--- config.mk ---
export PLATFORM = sky130hd
export DESIGN_NAME = dbk_data_trig
export DESIGN_NICKNAME = d
export VERILOG_FILES = /design/src/rtl/dbk_pkg.sv /design/src/rtl/dbk_regs.sv /design/src/rtl/dbk_lane_sel.sv /design/src/rtl/dbk_cmp.sv /design/src/rtl/dbk_data_trig.sv
export SDC_FILE = /design/constraint.sdc
export NUM_CORES = 1
export LEC_CHECK = 0
export ABC_CLOCK_PERIOD_IN_PS = 4200
export BUFFER_PORTS_ARGS = -buffer_cell sky130_fd_sc_hd__buf_2
export CAP_MARGIN = 10
export CORE_MARGIN = 1.5
export CORE_UTILIZATION = 42
export DETAILED_ROUTE_END_ITERATION = 10
export PLACE_DENSITY = 0.75
export SETUP_SLACK_MARGIN = 0.3
export SKIP_LAST_GASP = 1
export SLEW_MARGIN = 20
export SYNTH_ARGS = -nofsm -noshare
export SYNTH_HDL_FRONTEND = slang
export SYNTH_SLANG_ARGS = --single-unit
--- constraint.sdc ---
create_clock -name clk_i -period 4.2 [get_ports clk_i]
set_input_delay 0.42 -clock clk_i [delete_from_list [all_inputs] [get_ports clk_i]]
set_output_delay 0.42 -clock clk_i [all_outputs]
set_load 0.005 [all_outputs]
--- src/rtl/dbk_pkg.sv ---
package dbk_pkg;
  typedef enum logic [1:0] {
    SZ_LONG = 2'b00,
    SZ_BYTE = 2'b01,
    SZ_WORD = 2'b10,
    SZ_RSVD = 2'b11
  } size_e;

  typedef enum logic [1:0] {
    CFG_CTRL  = 2'b00,
    CFG_VALUE = 2'b01,
    CFG_MASK  = 2'b10,
    CFG_NONE  = 2'b11
  } cfg_sel_e;

  typedef struct packed {
    logic wr_en;
    logic rd_en;
    logic en;
  } ctrl_t;
endpackage

--- src/rtl/dbk_regs.sv ---
module dbk_regs
  import dbk_pkg::*;
#(
  parameter int DATA_W = 32
) (
  input  logic              clk_i,
  input  logic              rst_ni,
  input  logic              we_i,
  input  logic [1:0]        addr_i,
  input  logic [DATA_W-1:0] wdata_i,
  output ctrl_t             ctrl_o,
  output logic [DATA_W-1:0] value_o,
  output logic [DATA_W-1:0] mask_o
);
  localparam int CTRL_W = $bits(ctrl_t);

  ctrl_t             ctrl_q;
  logic [DATA_W-1:0] value_q, mask_q;

  always_ff @(posedge clk_i or negedge rst_ni) begin
    if (!rst_ni) begin
      ctrl_q  <= '0;
      value_q <= '0;
      mask_q  <= '0;
    end else if (we_i) begin
      unique case (cfg_sel_e'(addr_i))
        CFG_CTRL:  ctrl_q  <= ctrl_t'(wdata_i[CTRL_W-1:0]);
        CFG_VALUE: value_q <= wdata_i;
        CFG_MASK:  mask_q  <= wdata_i;
        default:   ;
      endcase
    end
  end

  assign ctrl_o  = ctrl_q;
  assign value_o = value_q;
  assign mask_o  = mask_q;
endmodule

--- src/rtl/dbk_lane_sel.sv ---
module dbk_lane_sel
  import dbk_pkg::*;
#(
  parameter int DATA_W = 32,
  localparam int NUM_B = DATA_W / 8,
  localparam int NUM_H = DATA_W / 16,
  localparam int AW    = $clog2(NUM_B)
) (
  input  logic [1:0]        size_i,
  input  logic [AW-1:0]     addr_i,
  input  logic [DATA_W-1:0] data_i,
  output logic [DATA_W-1:0] oper_o,
  output logic [DATA_W-1:0] wmask_o,
  output logic              size_ok_o
);
  logic [7:0]  byte_lane [NUM_B];
  logic [15:0] half_lane [NUM_H];

  // Big-endian numbering: lowest address maps to the most significant lane
  for (genvar g = 0; g < NUM_B; g++) begin : g_byte
    assign byte_lane[g] = data_i[8*(NUM_B-1-g) +: 8];
  end
  for (genvar h = 0; h < NUM_H; h++) begin : g_half
    assign half_lane[h] = data_i[16*(NUM_H-1-h) +: 16];
  end

  always_comb begin
    oper_o    = '0;
    wmask_o   = '0;
    size_ok_o = 1'b1;
    unique case (size_e'(size_i))
      SZ_LONG: begin
        oper_o  = data_i;
        wmask_o = '1;
      end
      SZ_WORD: begin
        oper_o[15:0]  = half_lane[addr_i[AW-1:1]];
        wmask_o[15:0] = '1;
      end
      SZ_BYTE: begin
        oper_o[7:0]  = byte_lane[addr_i];
        wmask_o[7:0] = '1;
      end
      default: size_ok_o = 1'b0;
    endcase
  end
endmodule

--- src/rtl/dbk_cmp.sv ---
module dbk_cmp #(
  parameter int DATA_W = 32
) (
  input  logic [DATA_W-1:0] oper_i,
  input  logic [DATA_W-1:0] value_i,
  input  logic [DATA_W-1:0] mask_i,
  input  logic [DATA_W-1:0] wmask_i,
  output logic              match_o
);
  logic [DATA_W-1:0] diff;

  assign diff    = (oper_i ^ value_i) & wmask_i & ~mask_i;
  assign match_o = ~|diff;
endmodule

--- src/rtl/dbk_data_trig.sv ---
module dbk_data_trig
  import dbk_pkg::*;
#(
  parameter int DATA_W = 32,
  localparam int AW = $clog2(DATA_W / 8)
) (
  input  logic              clk_i,
  input  logic              rst_ni,
  input  logic              cfg_we_i,
  input  logic [1:0]        cfg_addr_i,
  input  logic [DATA_W-1:0] cfg_wdata_i,
  input  logic              bus_valid_i,
  input  logic              bus_read_i,
  input  logic [1:0]        bus_size_i,
  input  logic [AW-1:0]     bus_addr_i,
  input  logic [DATA_W-1:0] bus_data_i,
  output logic              hit_o
);
  ctrl_t             ctrl_q;
  logic [DATA_W-1:0] value_q, mask_q;
  logic [DATA_W-1:0] oper, wmask;
  logic              size_ok, match, dir_ok, fire, hit_q;

  dbk_regs #(.DATA_W(DATA_W)) u_regs (
    .clk_i   (clk_i),
    .rst_ni  (rst_ni),
    .we_i    (cfg_we_i),
    .addr_i  (cfg_addr_i),
    .wdata_i (cfg_wdata_i),
    .ctrl_o  (ctrl_q),
    .value_o (value_q),
    .mask_o  (mask_q)
  );

  dbk_lane_sel #(.DATA_W(DATA_W)) u_lane (
    .size_i    (bus_size_i),
    .addr_i    (bus_addr_i),
    .data_i    (bus_data_i),
    .oper_o    (oper),
    .wmask_o   (wmask),
    .size_ok_o (size_ok)
  );

  dbk_cmp #(.DATA_W(DATA_W)) u_cmp (
    .oper_i  (oper),
    .value_i (value_q),
    .mask_i  (mask_q),
    .wmask_i (wmask),
    .match_o (match)
  );

  assign dir_ok = bus_read_i ? ctrl_q.rd_en : ctrl_q.wr_en;
  assign fire   = bus_valid_i & ctrl_q.en & dir_ok & size_ok & match;

  always_ff @(posedge clk_i or negedge rst_ni) begin
    if (!rst_ni) hit_q <= 1'b0;
    else         hit_q <= fire;
  end

  assign hit_o = hit_q;
endmodule

==> flow_summary.ini, run 1 <==
[outcome]
status = complete, no violations

[grt]
grt_overflow = 0
grt_usage_pct = 20.4
antenna_found_initial = 0
grt_pass1_wl_mm = 15.3
first_global_vias = 3083
grt_max_degree = 36

[floorplanning]
start_util_pct = 43.4
ios = 76
dieHeight_um = 97.9
core_sq_mm = 0.00872
chipWidth_um = 97.9
row_count = 34
die_area_sq_mm = 0.00959

[synth]
synth_cells = 319
synth-seq-cells = 68
yosys_warnings = 0
synth_top_family_by_area = multiplexers
synth-simple-area-share_pct = 9.85
synthXorXnorAreaFrac_pct = 5.32
synth_compound_area_share_pct = 9.88
synth_area_per_cell_sq_um = 11.9
synth_edf_count = 0
synth-main-ff-cell = dfrtp_1
ys_top_cells_by_area = dfrtp_1, mux2_2, mux2i_1, xnor2_1, nor4bb_1
synthAdderAreaFrac_pct = 0
synth-async-reset-ratio_pct = 100
syn-num-nets = 394
synth.top_cell.area_share_pct = 44.9
synthMuxAreaShare_pct = 27.1
yosysTopAreaCell = dfrtp_1
synth_area_sq_mm = 0.00379
synth_seq_area_share_pct = 44.9
ys_types = 47

[finish]
final_layout_size_suffix_gt1_share_pct = 42.9
design_area_sq_mm = 0.00446
antenna_cells = 0
fin_nets = 466
final_cell_mix = buf_2, mux2_2, dfrtp_1
final_common_cell = buf_2
nFillCells = 779
area_delta_synth_final_pct = 17.7

[clock_network]
clk_latency_ns = 0.34
cts_root_buffer = clkbuf_8
tritoncts = done
post-cts-setup-buffer-count = 0
clk_path_buf_depth = 2
path_clk_slew_ns = 0.07
clock-sinks = 68
ctsHoldBuffers = 0
post_cts_resized = 0
cts.htree.levels = 3
cts_buffers = 9

[timing]
max_slew_margin_pct = 50.3
fin_crit_ns = 2.46
period_share_pct = 58.6
skew_ns = 0.00534
worst_pin_slew_ns = 0.745
drv_slew = 0
max_freq_mhz = 406
final_hold_viol_count = 0
rsz0062_at_grt = no
fin_tns_setup_ns = 0
setup_viol = 0
worst_slack_ns = 1.74

[flow_run]
max_cap_viol_count = 0

[power]
vdd_ir_drop_max_mv = 0.231
p_leak_nw = 1.95
power_density_mw_per_mm2 = 420

[worst_setup_path]
r2r_slack_ns = 2.24
cp-start-kind = input port
crit_required_ns = 4.48
crit_path_max_fanout = 30
cpPeakStageDelay_ns = 0.50
r2r_cells = 6
r2r_start = u_regs.value_o[27]
r2r_end = hit_o
cp_cell_sequence = buf_2, nand2b_1, mux2_2, a21oi_1, o211ai_1, a2111oi_2, o2111a_1
worstPathArrival_ns = 2.74
end_kind = flop
critPathKind = input port to flop
startpoint = bus_addr_i[1]
cpMaxStageDelayCell = nand2b_1

[detailed_routing]
vias = 2879
drc_errors = 0
initialDrtViolationCount = 147
viasPerCell = 5.71
wire_per_inst_um = 18.4
postRouteAntennaNets = 0
postRouteWirelength_mm = 9.25
firstDrtPassIters = 4

[placement]
placed_cell_area_sq_mm = 0.00423
numPortBuffers = 75
gp_congestion = 0.842
preCtsSetupSlack_ns = 1.42
hpwlAfterDp_mm = 7.02

[hold_path]
hold_class = input port to asynchronous set/reset pin
-- Yosys cell counts, drive strengths merged (8+ instances only) --
cell type	number
nor2	13
o22ai	13
xnor2	17
dfrtp	68
mux2i	18
nor4bb	8
a31oi	8
a21oi	9
buf	11
nand2	8
mux2	71
-- final cells by class --
class | count | area [sq um] | share of cell area [%]
tap | 108 | 135 | 3.03
clock inverter | 5 | 83.8 | 1.88
sequential | 68 | 1700 | 38.2
multi-input combinational | 228 | 1970 | 44.3
clock buffer | 11 | 141 | 3.17
inverter | 6 | 22.5 | 0.505
timing repair buffer | 78 | 398 | 8.93
-- state kept, by name, indices dropped and copies added (netlist names) --
register and flops:
u_regs.mask_o 32, u_regs.value_o 32, u_regs.ctrl_o 3, hit_o 1
-- metal layers --
layer  routed length, um  global-route usage (%)  up-vias
met4                 151                    7.25        0
met2                4640                    34.3       99
met5                   0                       0        -
met3                 533                    3.94       10
met1                3930                    26.3     1423
li1                    -                       -     1347
-- report_power, final --
group,total (mW),leakage [nW],internal [mW],switching (mW)
combinational,0.409,1.04,0.228,0.181
clock,0.605,0.106,0.353,0.252
sequential,0.858,0.807,0.777,0.0809
-- worst max-delay path: cells and delay by family --
family	cells	cell delay, ns
mux	1	0.41
compound gates	4	0.91
simple gates	1	0.50
buf+inv	1	0.49
-- worst max-delay path by stage --
stage,end,slack [ns],cells after the start
after detailed placement,hit_o,1.42,7
after CTS,hit_o,1.75,7
after global placement,hit_o,1.58,7
after floorplan,hit_o,2.29,7
final,hit_o,1.74,7
after global routing,hit_o,1.52,7
-- cells by family (layout without fill, tap and decap cells) --
kind of cell / count (synthesis) / after routing
simple gates: 62 / 62
buf+inv: 23 / 100
flops: 68 / 68
compound gates: 52 / 52
mux: 91 / 91
xor+xnor: 23 / 23
-- per-stage QoR --
step	total power, mW	util [%]	cells	hold WS, ns
3_3_place_gp	1.26	48.5	488	0.490
6_report	1.87	51.1	504	0.136
5_1_grt	1.97	51.1	504	0.186
2_1_floorplan	1.14	-	319	0.124
3_5_place_dp	1.28	48.5	488	0.496
4_1_cts	1.89	51.1	504	0.157
Note: power is estimated with default switching activity, not from simulation.
==> run 2, diff against run 1 <==
ABC_CLOCK_PERIOD_IN_PS = 2400   (was 4200)
clock period = 2.4 ns   (was 4.2 ns; I/O delays follow)
==> flow_summary.ini, run 2 (synthesis results as in run 1) <==
[outcome]
status = complete, no violations

[worst_setup_path]
cp-start-kind = flop
r2r_end = hit_o
crit_required_ns = 2.69
startpoint = u_regs.value_o[27]
critPathKind = flop to flop
r2r_cells = 6
end_kind = flop
r2r_start = u_regs.value_o[27]
worstPathArrival_ns = 2.17
crit_path_max_fanout = 2
r2r_slack_ns = 0.52

[floorplanning]
core_sq_mm = 0.00872
chipWidth_um = 97.9
die_area_sq_mm = 0.00959
start_util_pct = 43.4
ios = 76
row_count = 34
dieHeight_um = 97.9

[finish]
area_delta_synth_final_pct = 18.2
final_common_cell = buf_2
fin_nets = 472
final_cell_mix = buf_2, mux2_2, dfrtp_1
final_layout_size_suffix_gt1_share_pct = 43.3
design_area_sq_mm = 0.00447
antenna_cells = 0

[power]
vdd_ir_drop_max_mv = 0.352
p_sw_mw = 0.903
p_leak_nw = 1.97
seqPwrFrac_pct = 48.0
clockPowerShare_pct = 28.8
total_power_mw = 3.15
power.internal_mw = 2.24
p_comb_share_pct = 23.2
netSwitchingFraction_pct = 28.7
power_density_mw_per_mm2 = 703

[hold_path]
hold_end = u_regs.mask_o[24]
hold_class = input port to flop
hp-start = cfg_wdata_i[24]
min_path_cells = 2

[clock_network]
cts_root_buffer = clkbuf_8
tritoncts = done
cts.htree.levels = 3
clock-sinks = 68
path_clk_slew_ns = 0.08
clk_latency_ns = 0.36
post-cts-setup-buffer-count = 0
ctsHoldBuffers = 1
cts_buffers = 9
clk_path_buf_depth = 2
post_cts_resized = 0

[timing]
period_share_pct = 78.5
fin_tns_setup_ns = 0
max_slew_margin_pct = 47.7
setup_viol = 0
max_freq_mhz = 531
rsz0062_at_grt = no
drv_slew = 0
final_hold_viol_count = 0
skew_ns = 0.00917
worst_pin_slew_ns = 0.784
fin_crit_ns = 1.88

[grt]
grt_max_degree = 38
grt_overflow = 0
antenna_found_initial = 0
grt_usage_pct = 21.0
grt_pass1_wl_mm = 15.6
first_global_vias = 3078

[detailed_routing]
viasPerCell = 5.70
postRouteWirelength_mm = 9.50
vias = 2908
initialDrtViolationCount = 110
drc_errors = 0
firstDrtPassIters = 4
wire_per_inst_um = 18.6
postRouteAntennaNets = 0

[placement]
placed_cell_area_sq_mm = 0.00428
gp_congestion = 0.856
hpwlAfterDp_mm = 7.34
numPortBuffers = 75

[flow_run]
max_cap_viol_count = 0
run 2: power groups by stage:
stage / registers [mW] / logic, mW / clock network [mW]
6_report: 1.51 / 0.729 / 0.906
5_1_grt: 1.54 / 0.800 / 0.973
4_1_cts: 1.51 / 0.733 / 0.922
3_5_place_dp: 1.53 / 0.728 / 0
3_3_place_gp: 1.51 / 0.703 / 0
2_1_floorplan: 1.48 / 0.517 / 0
run 2: how the worst max path moves through the flow:
| stage | end | slack [ns] | cells past startpoint |
|---|---|---|---|
| 2_1_floorplan | hit_o | 0.67 | 7 |
| 3_3_place_gp | hit_o | 0.39 | 8 |
| 3_5_place_dp | hit_o | 0.37 | 7 |
| 4_1_cts | hit_o | 0.48 | 6 |
| 5_1_grt | hit_o | 0.34 | 6 |
| 6_report | hit_o | 0.52 | 6 |
run 2: critical path: stages (launching register included):
cell and delay (ns):
dfrtp_1 0.39, xnor2_1 0.14, o22ai_1 0.10, a2111oi_0 0.46, nand3_1 0.17, a221oi_1 0.32, o2111a_1 0.23
run 2: final cells by class:
type | count | area, sq um
inverters | 6 | 22.5
clock inverters | 5 | 52.6
flip-flops and latches | 68 | 1700
clock buffers | 11 | 131
fillers | 768 | 4250
multi-input cells | 228 | 1970
repair buffers | 84 | 458
well taps | 108 | 135
run 2: routing by layer:
layer	GRT usage [%]	wire length, um	vias up
met1	27.1	4110	1466
met3	3.87	453	14
met4	8.13	191	0
met2	35.1	4740	79
li1	-	-	1349
met5	0	0	-
run 2: metrics by stage:
step / setup slack (ns) / std cells / hold slack, ns / util (%)
floorplan: 0.673 / 319 / -0.0556 / -
global placement: 0.390 / 493 / 0.336 / 49.1
detailed placement: 0.374 / 493 / 0.358 / 49.1
CTS: 0.481 / 510 / 0.118 / 51.3
global route: 0.337 / 510 / 0.115 / 51.3
finish: 0.517 / 510 / 0.124 / 51.3
